[config.mk]
export PLATFORM = sky130hd
export DESIGN_NAME = paged_spi_ctrl
export DESIGN_NICKNAME = d
export VERILOG_FILES = /design/src/rtl/paged_spi_pkg.sv /design/src/rtl/spi_mode0_master.sv /design/src/rtl/page_tracker.sv /design/src/rtl/access_sequencer.sv /design/src/rtl/paged_spi_ctrl.sv
export SDC_FILE = /design/constraint.sdc
export NUM_CORES = 1
export LEC_CHECK = 0
export ABC_AREA = 0
export BUFFER_PORTS_ARGS = -buffer_cell sky130_fd_sc_hd__buf_2
export CORE_ASPECT_RATIO = 0.5
export CORE_UTILIZATION = 40
export CTS_CLUSTER_DIAMETER = 60
export DETAILED_ROUTE_END_ITERATION = 10
export PLACE_DENSITY = 0.6
export REMOVE_ABC_BUFFERS = 1
export SYNTH_ARGS = -nofsm -noshare
export SYNTH_HDL_FRONTEND = slang
export SYNTH_SLANG_ARGS = --single-unit
[constraint.sdc]
create_clock -name clk -period 2.4 [get_ports clk]
set_input_delay 0 -clock clk [delete_from_list [all_inputs] [get_ports clk]]
set_output_delay 0 -clock clk [all_outputs]
set_load 0.03 [all_outputs]
[src/rtl/paged_spi_pkg.sv]
package paged_spi_pkg;
  localparam int FRAME_W  = 16;
  localparam int DATA_W   = 10;
  localparam int ADDR_W   = 6;
  localparam int ID_W     = 8;
  localparam int DATA_LSB = FRAME_W - DATA_W;
  localparam int PAGE_BIT = ID_W - 1;

  typedef enum logic [3:0] {
    SQ_IDLE, SQ_SEL, SQ_SEL_W, SQ_ACC, SQ_ACC_W,
    SQ_GAP, SQ_RD2, SQ_RD2_W, SQ_FIN
  } seq_state_t;

  function automatic logic [FRAME_W-1:0] pack_write(input logic [ADDR_W-1:0] a,
                                                     input logic [DATA_W-1:0] d);
    logic [FRAME_W-1:0] f;
    f = (FRAME_W'(d) << DATA_LSB) | (FRAME_W'(a) << 1);
    return f;
  endfunction

  function automatic logic [FRAME_W-1:0] pack_read(input logic [ADDR_W-1:0] a);
    return (FRAME_W'(a) << 1) | FRAME_W'(1);
  endfunction
endpackage

[src/rtl/spi_mode0_master.sv]
module spi_mode0_master
  import paged_spi_pkg::*;
#(
  parameter int CLK_DIV = 4
) (
  input  logic               clk,
  input  logic               rst,
  input  logic               start,
  input  logic [FRAME_W-1:0] tx_frame,
  output logic               frame_done,
  output logic [FRAME_W-1:0] rx_frame,
  output logic               sclk,
  output logic               cs_n,
  output logic               mosi,
  input  logic               miso
);
  localparam int DIV_W = (CLK_DIV > 1) ? $clog2(CLK_DIV) : 1;
  localparam int BIT_W = $clog2(FRAME_W);
  localparam logic [DIV_W-1:0] DIV_LAST = DIV_W'(CLK_DIV - 1);
  localparam logic [BIT_W-1:0] BIT_LAST = BIT_W'(FRAME_W - 1);

  logic               active;
  logic [DIV_W-1:0]   div_cnt;
  logic [BIT_W-1:0]   bit_cnt;
  logic [FRAME_W-1:0] tx_sh;
  logic [FRAME_W-1:0] rx_sh;

  always_ff @(posedge clk) begin
    if (rst) begin
      active     <= 1'b0;
      div_cnt    <= '0;
      bit_cnt    <= '0;
      tx_sh      <= '0;
      rx_sh      <= '0;
      rx_frame   <= '0;
      frame_done <= 1'b0;
      sclk       <= 1'b0;
      cs_n       <= 1'b1;
      mosi       <= 1'b0;
    end else begin
      frame_done <= 1'b0;
      if (!active) begin
        if (start) begin
          active  <= 1'b1;
          cs_n    <= 1'b0;
          tx_sh   <= tx_frame;
          mosi    <= tx_frame[FRAME_W-1];
          div_cnt <= '0;
          bit_cnt <= '0;
        end
      end else if (div_cnt == DIV_LAST) begin
        div_cnt <= '0;
        if (!sclk) begin
          sclk  <= 1'b1;
          rx_sh <= {rx_sh[FRAME_W-2:0], miso};
        end else begin
          sclk <= 1'b0;
          if (bit_cnt == BIT_LAST) begin
            active     <= 1'b0;
            cs_n       <= 1'b1;
            frame_done <= 1'b1;
            rx_frame   <= rx_sh;
          end else begin
            bit_cnt <= bit_cnt + 1'b1;
            tx_sh   <= {tx_sh[FRAME_W-2:0], 1'b0};
            mosi    <= tx_sh[FRAME_W-2];
          end
        end
      end else begin
        div_cnt <= div_cnt + 1'b1;
      end
    end
  end
endmodule

[src/rtl/page_tracker.sv]
module page_tracker
  import paged_spi_pkg::*;
#(
  parameter logic [ID_W-1:0] PAGE_REG_ID = 8'h01
) (
  input  logic               clk,
  input  logic               rst,
  input  logic [ID_W-1:0]    req_id,
  input  logic               req_write,
  input  logic               upd,
  input  logic               upd_page,
  output logic               need_switch,
  output logic [FRAME_W-1:0] sel_frame
);
  logic page_known;
  logic page_q;
  logic is_sel_write;
  logic [DATA_W-1:0] sel_value;

  always_ff @(posedge clk) begin
    if (rst) begin
      page_known <= 1'b0;
      page_q     <= 1'b0;
    end else if (upd) begin
      page_known <= 1'b1;
      page_q     <= upd_page;
    end
  end

  always_comb begin
    is_sel_write = req_write && (req_id == PAGE_REG_ID);
    need_switch  = !is_sel_write && (!page_known || (page_q != req_id[PAGE_BIT]));
    sel_value    = req_id[PAGE_BIT] ? DATA_W'(2) : DATA_W'(1);
    sel_frame    = pack_write(PAGE_REG_ID[ADDR_W-1:0], sel_value);
  end
endmodule

[src/rtl/access_sequencer.sv]
module access_sequencer
  import paged_spi_pkg::*;
#(
  parameter int READ_GAP = 16
) (
  input  logic               clk,
  input  logic               rst,
  input  logic               req_valid,
  input  logic               req_write,
  input  logic [ID_W-1:0]    req_id,
  input  logic [DATA_W-1:0]  req_wdata,
  input  logic               need_switch,
  input  logic [FRAME_W-1:0] sel_frame,
  output logic               page_upd,
  output logic               page_upd_val,
  output logic               eng_start,
  output logic [FRAME_W-1:0] eng_tx,
  input  logic               eng_done,
  input  logic [FRAME_W-1:0] eng_rx,
  output logic               busy,
  output logic               done,
  output logic [DATA_W-1:0]  rd_data
);
  localparam int GAP_W = $clog2(READ_GAP + 1);
  localparam logic [GAP_W-1:0] GAP_LAST = GAP_W'(READ_GAP - 1);

  seq_state_t         state;
  logic               wr_q;
  logic [ID_W-1:0]    id_q;
  logic [DATA_W-1:0]  data_q;
  logic [FRAME_W-1:0] sel_q;
  logic [GAP_W-1:0]   gap_cnt;

  always_ff @(posedge clk) begin
    if (rst) begin
      state        <= SQ_IDLE;
      wr_q         <= 1'b0;
      id_q         <= '0;
      data_q       <= '0;
      sel_q        <= '0;
      gap_cnt      <= '0;
      page_upd     <= 1'b0;
      page_upd_val <= 1'b0;
      eng_start    <= 1'b0;
      eng_tx       <= '0;
      busy         <= 1'b0;
      done         <= 1'b0;
      rd_data      <= '0;
    end else begin
      eng_start <= 1'b0;
      page_upd  <= 1'b0;
      done      <= 1'b0;
      case (state)
        SQ_IDLE: if (req_valid) begin
          busy   <= 1'b1;
          wr_q   <= req_write;
          id_q   <= req_id;
          data_q <= req_wdata;
          sel_q  <= sel_frame;
          state  <= need_switch ? SQ_SEL : SQ_ACC;
        end
        SQ_SEL: begin
          eng_start <= 1'b1;
          eng_tx    <= sel_q;
          state     <= SQ_SEL_W;
        end
        SQ_SEL_W: if (eng_done) begin
          page_upd     <= 1'b1;
          page_upd_val <= id_q[PAGE_BIT];
          state        <= SQ_ACC;
        end
        SQ_ACC: begin
          eng_start <= 1'b1;
          eng_tx    <= wr_q ? pack_write(id_q[ADDR_W-1:0], data_q)
                            : pack_read(id_q[ADDR_W-1:0]);
          state     <= SQ_ACC_W;
        end
        SQ_ACC_W: if (eng_done) begin
          gap_cnt <= '0;
          state   <= wr_q ? SQ_FIN : SQ_GAP;
        end
        SQ_GAP: begin
          if (gap_cnt == GAP_LAST) state <= SQ_RD2;
          else gap_cnt <= gap_cnt + 1'b1;
        end
        SQ_RD2: begin
          eng_start <= 1'b1;
          state     <= SQ_RD2_W;
        end
        SQ_RD2_W: if (eng_done) begin
          rd_data <= eng_rx[FRAME_W-1:DATA_LSB];
          state   <= SQ_FIN;
        end
        SQ_FIN: begin
          done  <= 1'b1;
          busy  <= 1'b0;
          state <= SQ_IDLE;
        end
        default: state <= SQ_IDLE;
      endcase
    end
  end
endmodule

[src/rtl/paged_spi_ctrl.sv]
module paged_spi_ctrl
  import paged_spi_pkg::*;
#(
  parameter int               CLK_DIV     = 4,
  parameter int               READ_GAP    = 13000,
  parameter logic [ID_W-1:0]  PAGE_REG_ID = 8'h01
) (
  input  logic              clk,
  input  logic              rst,
  input  logic              req_valid,
  input  logic              req_write,
  input  logic [ID_W-1:0]   req_id,
  input  logic [DATA_W-1:0] req_wdata,
  output logic              busy,
  output logic              done,
  output logic [DATA_W-1:0] rd_data,
  output logic              sclk,
  output logic              cs_n,
  output logic              mosi,
  input  logic              miso
);
  logic               need_switch;
  logic [FRAME_W-1:0] sel_frame;
  logic               page_upd;
  logic               page_upd_val;
  logic               eng_start;
  logic [FRAME_W-1:0] eng_tx;
  logic               eng_done;
  logic [FRAME_W-1:0] eng_rx;

  page_tracker #(.PAGE_REG_ID(PAGE_REG_ID)) u_page (
    .clk(clk), .rst(rst), .req_id(req_id), .req_write(req_write),
    .upd(page_upd), .upd_page(page_upd_val),
    .need_switch(need_switch), .sel_frame(sel_frame)
  );

  access_sequencer #(.READ_GAP(READ_GAP)) u_seq (
    .clk(clk), .rst(rst), .req_valid(req_valid), .req_write(req_write),
    .req_id(req_id), .req_wdata(req_wdata), .need_switch(need_switch),
    .sel_frame(sel_frame), .page_upd(page_upd), .page_upd_val(page_upd_val),
    .eng_start(eng_start), .eng_tx(eng_tx), .eng_done(eng_done), .eng_rx(eng_rx),
    .busy(busy), .done(done), .rd_data(rd_data)
  );

  spi_mode0_master #(.CLK_DIV(CLK_DIV)) u_spi (
    .clk(clk), .rst(rst), .start(eng_start), .tx_frame(eng_tx),
    .frame_done(eng_done), .rx_frame(eng_rx),
    .sclk(sclk), .cs_n(cs_n), .mosi(mosi), .miso(miso)
  );
endmodule

Word level (Yosys, flattened, before mapping)
Index checks and enable logic that the tools add are counted.
Cells by class
  reductions and logical operators: 24
  mux-type cells: 49
  add/sub/neg operators: 3
  equality and inequality tests: 23
  bitwise operators: 5
Operators by type and width (number)
  2-to-1 mux 15 bit: 5
  2-to-1 mux 4 bit: 11
  one-hot mux 16 bit (2 select lines): 1
  one-hot mux 4 bit (8 select lines): 1
  2-to-1 mux 14 bit: 2
  one-hot mux 14 bit (2 select lines): 1
  2-to-1 mux 1 bit: 21
  == test 4 x 3 -> 1 bit, second input constant: 4
  2-to-1 mux 16 bit: 1
  OR 16 x 7 -> 16 bit: 1
  adder 14 x 1 -> 14 bit, second input constant: 1
  == test 14 bit, second input constant: 1
  AND reduction 4 bit: 3
  2-to-1 mux 2 bit: 5
  != test 2 x 1 -> 1 bit, second input constant: 5
  != test 2 bit, second input constant: 5
  AND reduction 2 bit: 5
  == test 4 x 2 -> 1 bit, second input constant: 2
  == test 4 bit, second input constant: 2
  == test 8 x 1 -> 1 bit, second input constant: 1
  nonzero test 2 bit: 4
  AND reduction 3 bit: 2
  AND reduction 5 bit: 1
  adder 4 x 1 -> 4 bit, second input constant: 1
  13 further kinds: 18
Word-level totals
  flip-flop bits (word level): 139
  input bits: 23
  word-level logic and storage cells: 129
  output and inout port bits: 15

Longest topological paths before layout
  depth in word-level cells: 7
  depth in mapped cells: 7
  mapped depth without buffers: 5

By module
From an unflattened synthesis, not the netlist that was laid out.
Unflattened totals
  cells, all modules: 716
  area, all modules: 6273.5 sq um
Modules (own cells, without submodules)
  access_sequencer: sequential area each 1661.6 sq um, instances 1, area an instance 3629.7 sq um, cells each 417
  spi_mode0_master: sequential area each 1161.1 sq um, instances 1, area an instance 2414.8 sq um, cells each 270
  page_tracker: sequential area each 40.0 sq um, instances 1, area an instance 229.0 sq um, cells each 29

Least setup slack after synthesis
OpenSTA, ideal clock, no wires.
  path type: reg-to-reg
  start point: register u_seq.gap_cnt[4]
  end point: register u_seq.gap_cnt[10]
  required time: 2.285 ns
  buffers on the path: 2
  setup slack: 0.764 ns
  stages on the path, launching flop included: 7
  clock period less this slack: 1.636 ns
  data arrival time: 1.522 ns
  library setup time: 0.115 ns
  path through: dfxtp_1 > or3_4 > nor4_4 > buf_6 > buf_8 > nor4_1 > o21a_1
On the way
  word-level cells in the longest chain between the ends: 3
  elaborated cells on any way between the ends: 6
  those cells by class: 1 x add/sub; 2 x eq/ne; 2 x mux; 1 x reduce/logical
Ends and longest elaborated chain
  start, declared: RTL line access_sequencer.sv:32  | logic [GAP_W-1:0] gap_cnt;
  start signal, assigned: RTL line access_sequencer.sv:84  | else gap_cnt <= gap_cnt + 1'b1;
  adder 14 x 1 -> 14 bit or == test 14 bit (tied branches): RTL line access_sequencer.sv:84, access_sequencer.sv:83
  2-to-1 mux 14 bit or != test 2 bit (tied branches)
  one-hot mux 14 bit (2 select lines) or AND reduction 3 bit (tied branches)
Several ways; a longest one is shown, not always the timed one. The select of a mux whose other input is x is not followed.
A chain may end at the register's enable or synchronous reset.

Worst setup path in the final report
  start point: register u_seq.state[0]
  end point: register u_seq.state[0]
On the way
  word-level cells in the longest chain between the ends: 3
  elaborated cells on any way between the ends: 15
  those cells by class: 12 x eq/ne; 1 x mux; 2 x reduce/logical
Ends and longest elaborated chain
  start, declared: RTL line access_sequencer.sv:27  | seq_state_t state;
  start signal, assigned: RTL line access_sequencer.sv:60  | state <= need_switch ? SQ_SEL : SQ_ACC;
  start signal, assigned: RTL line access_sequencer.sv:80  | state <= wr_q ? SQ_FIN : SQ_GAP;
  == test 4 x 3 -> 1 bit, or another cell as far along: RTL line access_sequencer.sv:53  | case (state)
  != test 2 x 1 -> 1 bit (no line) or != test 2 bit (tied branches)
  AND reduction 5 bit (no line)
Several ways; a longest one is shown, not always the timed one.

==> results.md <==
* DRT iter0 DRCs at 181
* Synthesized area at 5064 um^2
* Final net count at 660
* Cell with the most instances after synthesis: dfxtp_1
* WL per Instance at 13.58 um
* Grt ovf at 0
* Fraction of layout cells with a size suffix above 1 at 0.1391
* Max-cap viol count at 0
* Worst Slack Setup Final at 404.7 ps
* CTS root buffer: clkbuf_16
* Routed WL at 11030 um
* Unrepaired setup endpoints after global routing: false
* Syn Inst Count at 587
* Distinct cells, synth at 56
* Crit path launch type: flip-flop
* Max-slew violation count at 0
* Core area at 12090 um^2
* CTS tree: yes
* Setup TNS at 0 ps
* Final Hold Viols at 0
* IO Pins at 38
* Vias per inst at 5.172
* Min cycle time layout at 1995 ps
* Leakage power at 2.251 nW
* Die span in x at 161.1 um
* Vias in the first global route at 3837
* Reg clk slew, reported paths at 60 ps
* FFs w/ async S/R, synth at 0
* Fin Hold WS at 5.667 ps
* Global Route Usage Sum at 0.1782
* Worst reg-to-reg path cell count at 3
* Routability-driven placement congestion ratio at 0.7616
* Critical path peak fanout at 17
* VDD IR max at 0.0004143 V
* Die span in y at 81.56 um
* Max H-tree Level at 4
* FF+latch count, synth at 123
* Worst EP required at 2700 ps
* DRC at 0
* Number of synthesized flops with an enable pin at 0
* Fin crit share at 0.8314
* Synth warn at 0
* FP Rows at 28
* First-pass GRT wire length at 18550 um
* Pre-CTS WS at 432.6 ps
* Bufs on Longest Clock Path at 2
* Initial Utilization at 0.4189
* Skew final at 6.614 ps
* Syn-to-layout area delta at 21.52%
* Full die area at 13140 um^2
* Worst slew margin relative to its limit at 0.5212
* Antenna diode count at 0
* Post-layout util at 0.5091
* Detail Route met3 WL at 363 um
* Initial DRT Pass Iterations at 4
* Worst Tran Pin Value at 718.2 ps
* Initial antenna violation count at 0
* Detailed placement HPWL at 6894 um
* Pwr/cell area at 962.4 nW/um^2
* WS Path Type: reg -> reg
* Highest metal used: met4
* Hold path cells at 2
* Inst Count DP at 760
* Fmax at 501.2 MHz
* Wl on met1 at 5675 um
* Largest net degree at the start of global routing at 40
* Seq/Total Area, Yosys at 0.4863
* Avg Inst Size Synth at 8.626 um^2
* Clock latency on the worst-skew pair at 410 ps
* IO buf count at 37
* Routed wl met2 at 4836 um
* Total clock sinks at 123
* CTS Buf Count at 17
* Status: completed
* Non-filler cells in the finished layout at 812
* Top post-synthesis cells by area: dfxtp_1 (49%), mux2i_1 (7.9%), nand2_1 (7.6%)
* Final setup violating endpoints at 0
* Synth top area share at 0.4863
* Top FF cell, synth: dfxtp_1
* Tightest Hold Check Type: in -> reg
* Worst EP arrival at 2290 ps
* Commonest cells post-synth: dfxtp_1 (123), nand2_1 (102), a21oi_1 (68), nor2_1 (59), mux2i_1 (40)
* Crit path capture type: flip-flop
* Synth area leader: dfxtp_1
* ANT nets after route at 0
* Post-CTS setup buffers at 0
* Via count at 4200
path summary, 6_finish.rpt:
kind                                   end                     startpoint  slack (ps)
max            u_seq.state[0]$_SDFFE_PP0P_    u_seq.state[0]$_SDFFE_PP0P_         400
min          u_seq.rd_data[0]$_SDFFE_PP0P_                            rst           6
max reg2reg    u_seq.state[0]$_SDFFE_PP0P_    u_seq.state[0]$_SDFFE_PP0P_         400
min reg2reg  u_seq.eng_tx[12]$_SDFFE_PP0P_  u_seq.eng_tx[12]$_SDFFE_PP0P_         450
placed cells by master (no fill, tap or decap), types with 2 or more instances in the layout:
master / count
nand2_1: 102
nor4_1: 3
xnor2_1: 3
buf_2: 36
or4_1: 8
o31ai_1: 6
or2_2: 4
clkbuf_16: 17
a21boi_0: 2
buf_4: 13
dfxtp_1: 123
clkinvlp_4: 4
o41ai_1: 2
nand3b_1: 2
and3_1: 5
ha_1: 3
and4_1: 2
nor2_1: 59
clkinv_4: 5
nor3b_1: 3
nand3_1: 20
nor2b_1: 3
a211oi_1: 19
nand4_1: 8
inv_6: 2
nor3_1: 7
dlygate4sd3_1: 20
a21oi_1: 68
mux2_2: 2
o21ai_1: 3
or3_1: 6
mux2i_1: 40
o21a_1: 2
nand2b_1: 7
o21ai_0: 6
inv_1: 6
bufinv_16: 2
and2_1: 2
cell families after synthesis:
kind of cell             share of synthesized area
AND/OR/NAND/NOR                             0.2318
flip-flops                                  0.4863
AO/OA/AOI/OAI                               0.1426
buffers and inverters                      0.04151
multiplexers                               0.08352
XOR/XNOR                                  0.006920
adder cells (fa/ha/maj)                   0.007414
report_power, final:
group          total (mW)  switching (mW)  internal [mW]
registers            2.42           0.189           2.23
clock network        2.53           0.984           1.54
logic               0.971           0.591          0.381
total                5.92            1.76           4.16
area by class of cell:
| cell class | count | area [um^2] |
|---|---|---|
| Clock buffer | 17 | 425.4 |
| Clock inverter | 15 | 167.7 |
| Fill cell | 1143 | 5933 |
| Inverter | 6 | 22.52 |
| Multi-Input combinational cell | 417 | 2391 |
| Sequential cell | 123 | 2462 |
| Tap cell | 165 | 206.4 |
| Timing Repair Buffer | 69 | 478.0 |
flip-flops by register name, indices dropped and copies added (netlist names), 2 cells and up:
signal,cells
u_seq.eng_tx,16
u_spi.rx_sh,16
u_spi.tx_sh,15
u_seq.gap_cnt,14
u_seq.data_q,10
u_seq.rd_data,10
u_spi.rx_frame,10
u_seq.id_q,7
u_seq.state,4
u_spi.bit_cnt,4
u_seq.sel_q,2
u_spi.div_cnt,2
worst max-delay path, stage by stage (launching register included):
cell and delay (ps):
dfxtp_1 670, nand2b_1 210, o32ai_1 610, mux2_2 400
routing by layer:
layer	GRT usage	up-vias
met1	0.2359	1956
met4	0.07642	0
li1	-	2155
met2	0.2828	74
met5	0	-
met3	0.03990	15
metrics by stage:
step	area (um^2)	total power, mW
after global placement	5360	3.390
after detailed placement	5360	3.408
final	6153	5.922
after global routing	6153	6.227
after CTS	6153	5.977
after floorplan	4876	3.074
what timing repair did:
action                    CTS  global route
hold endpoints to repair   21             0
resized for setup           0             0
hold buffers               20             0
Note: power is estimated with default switching activity, not from simulation.
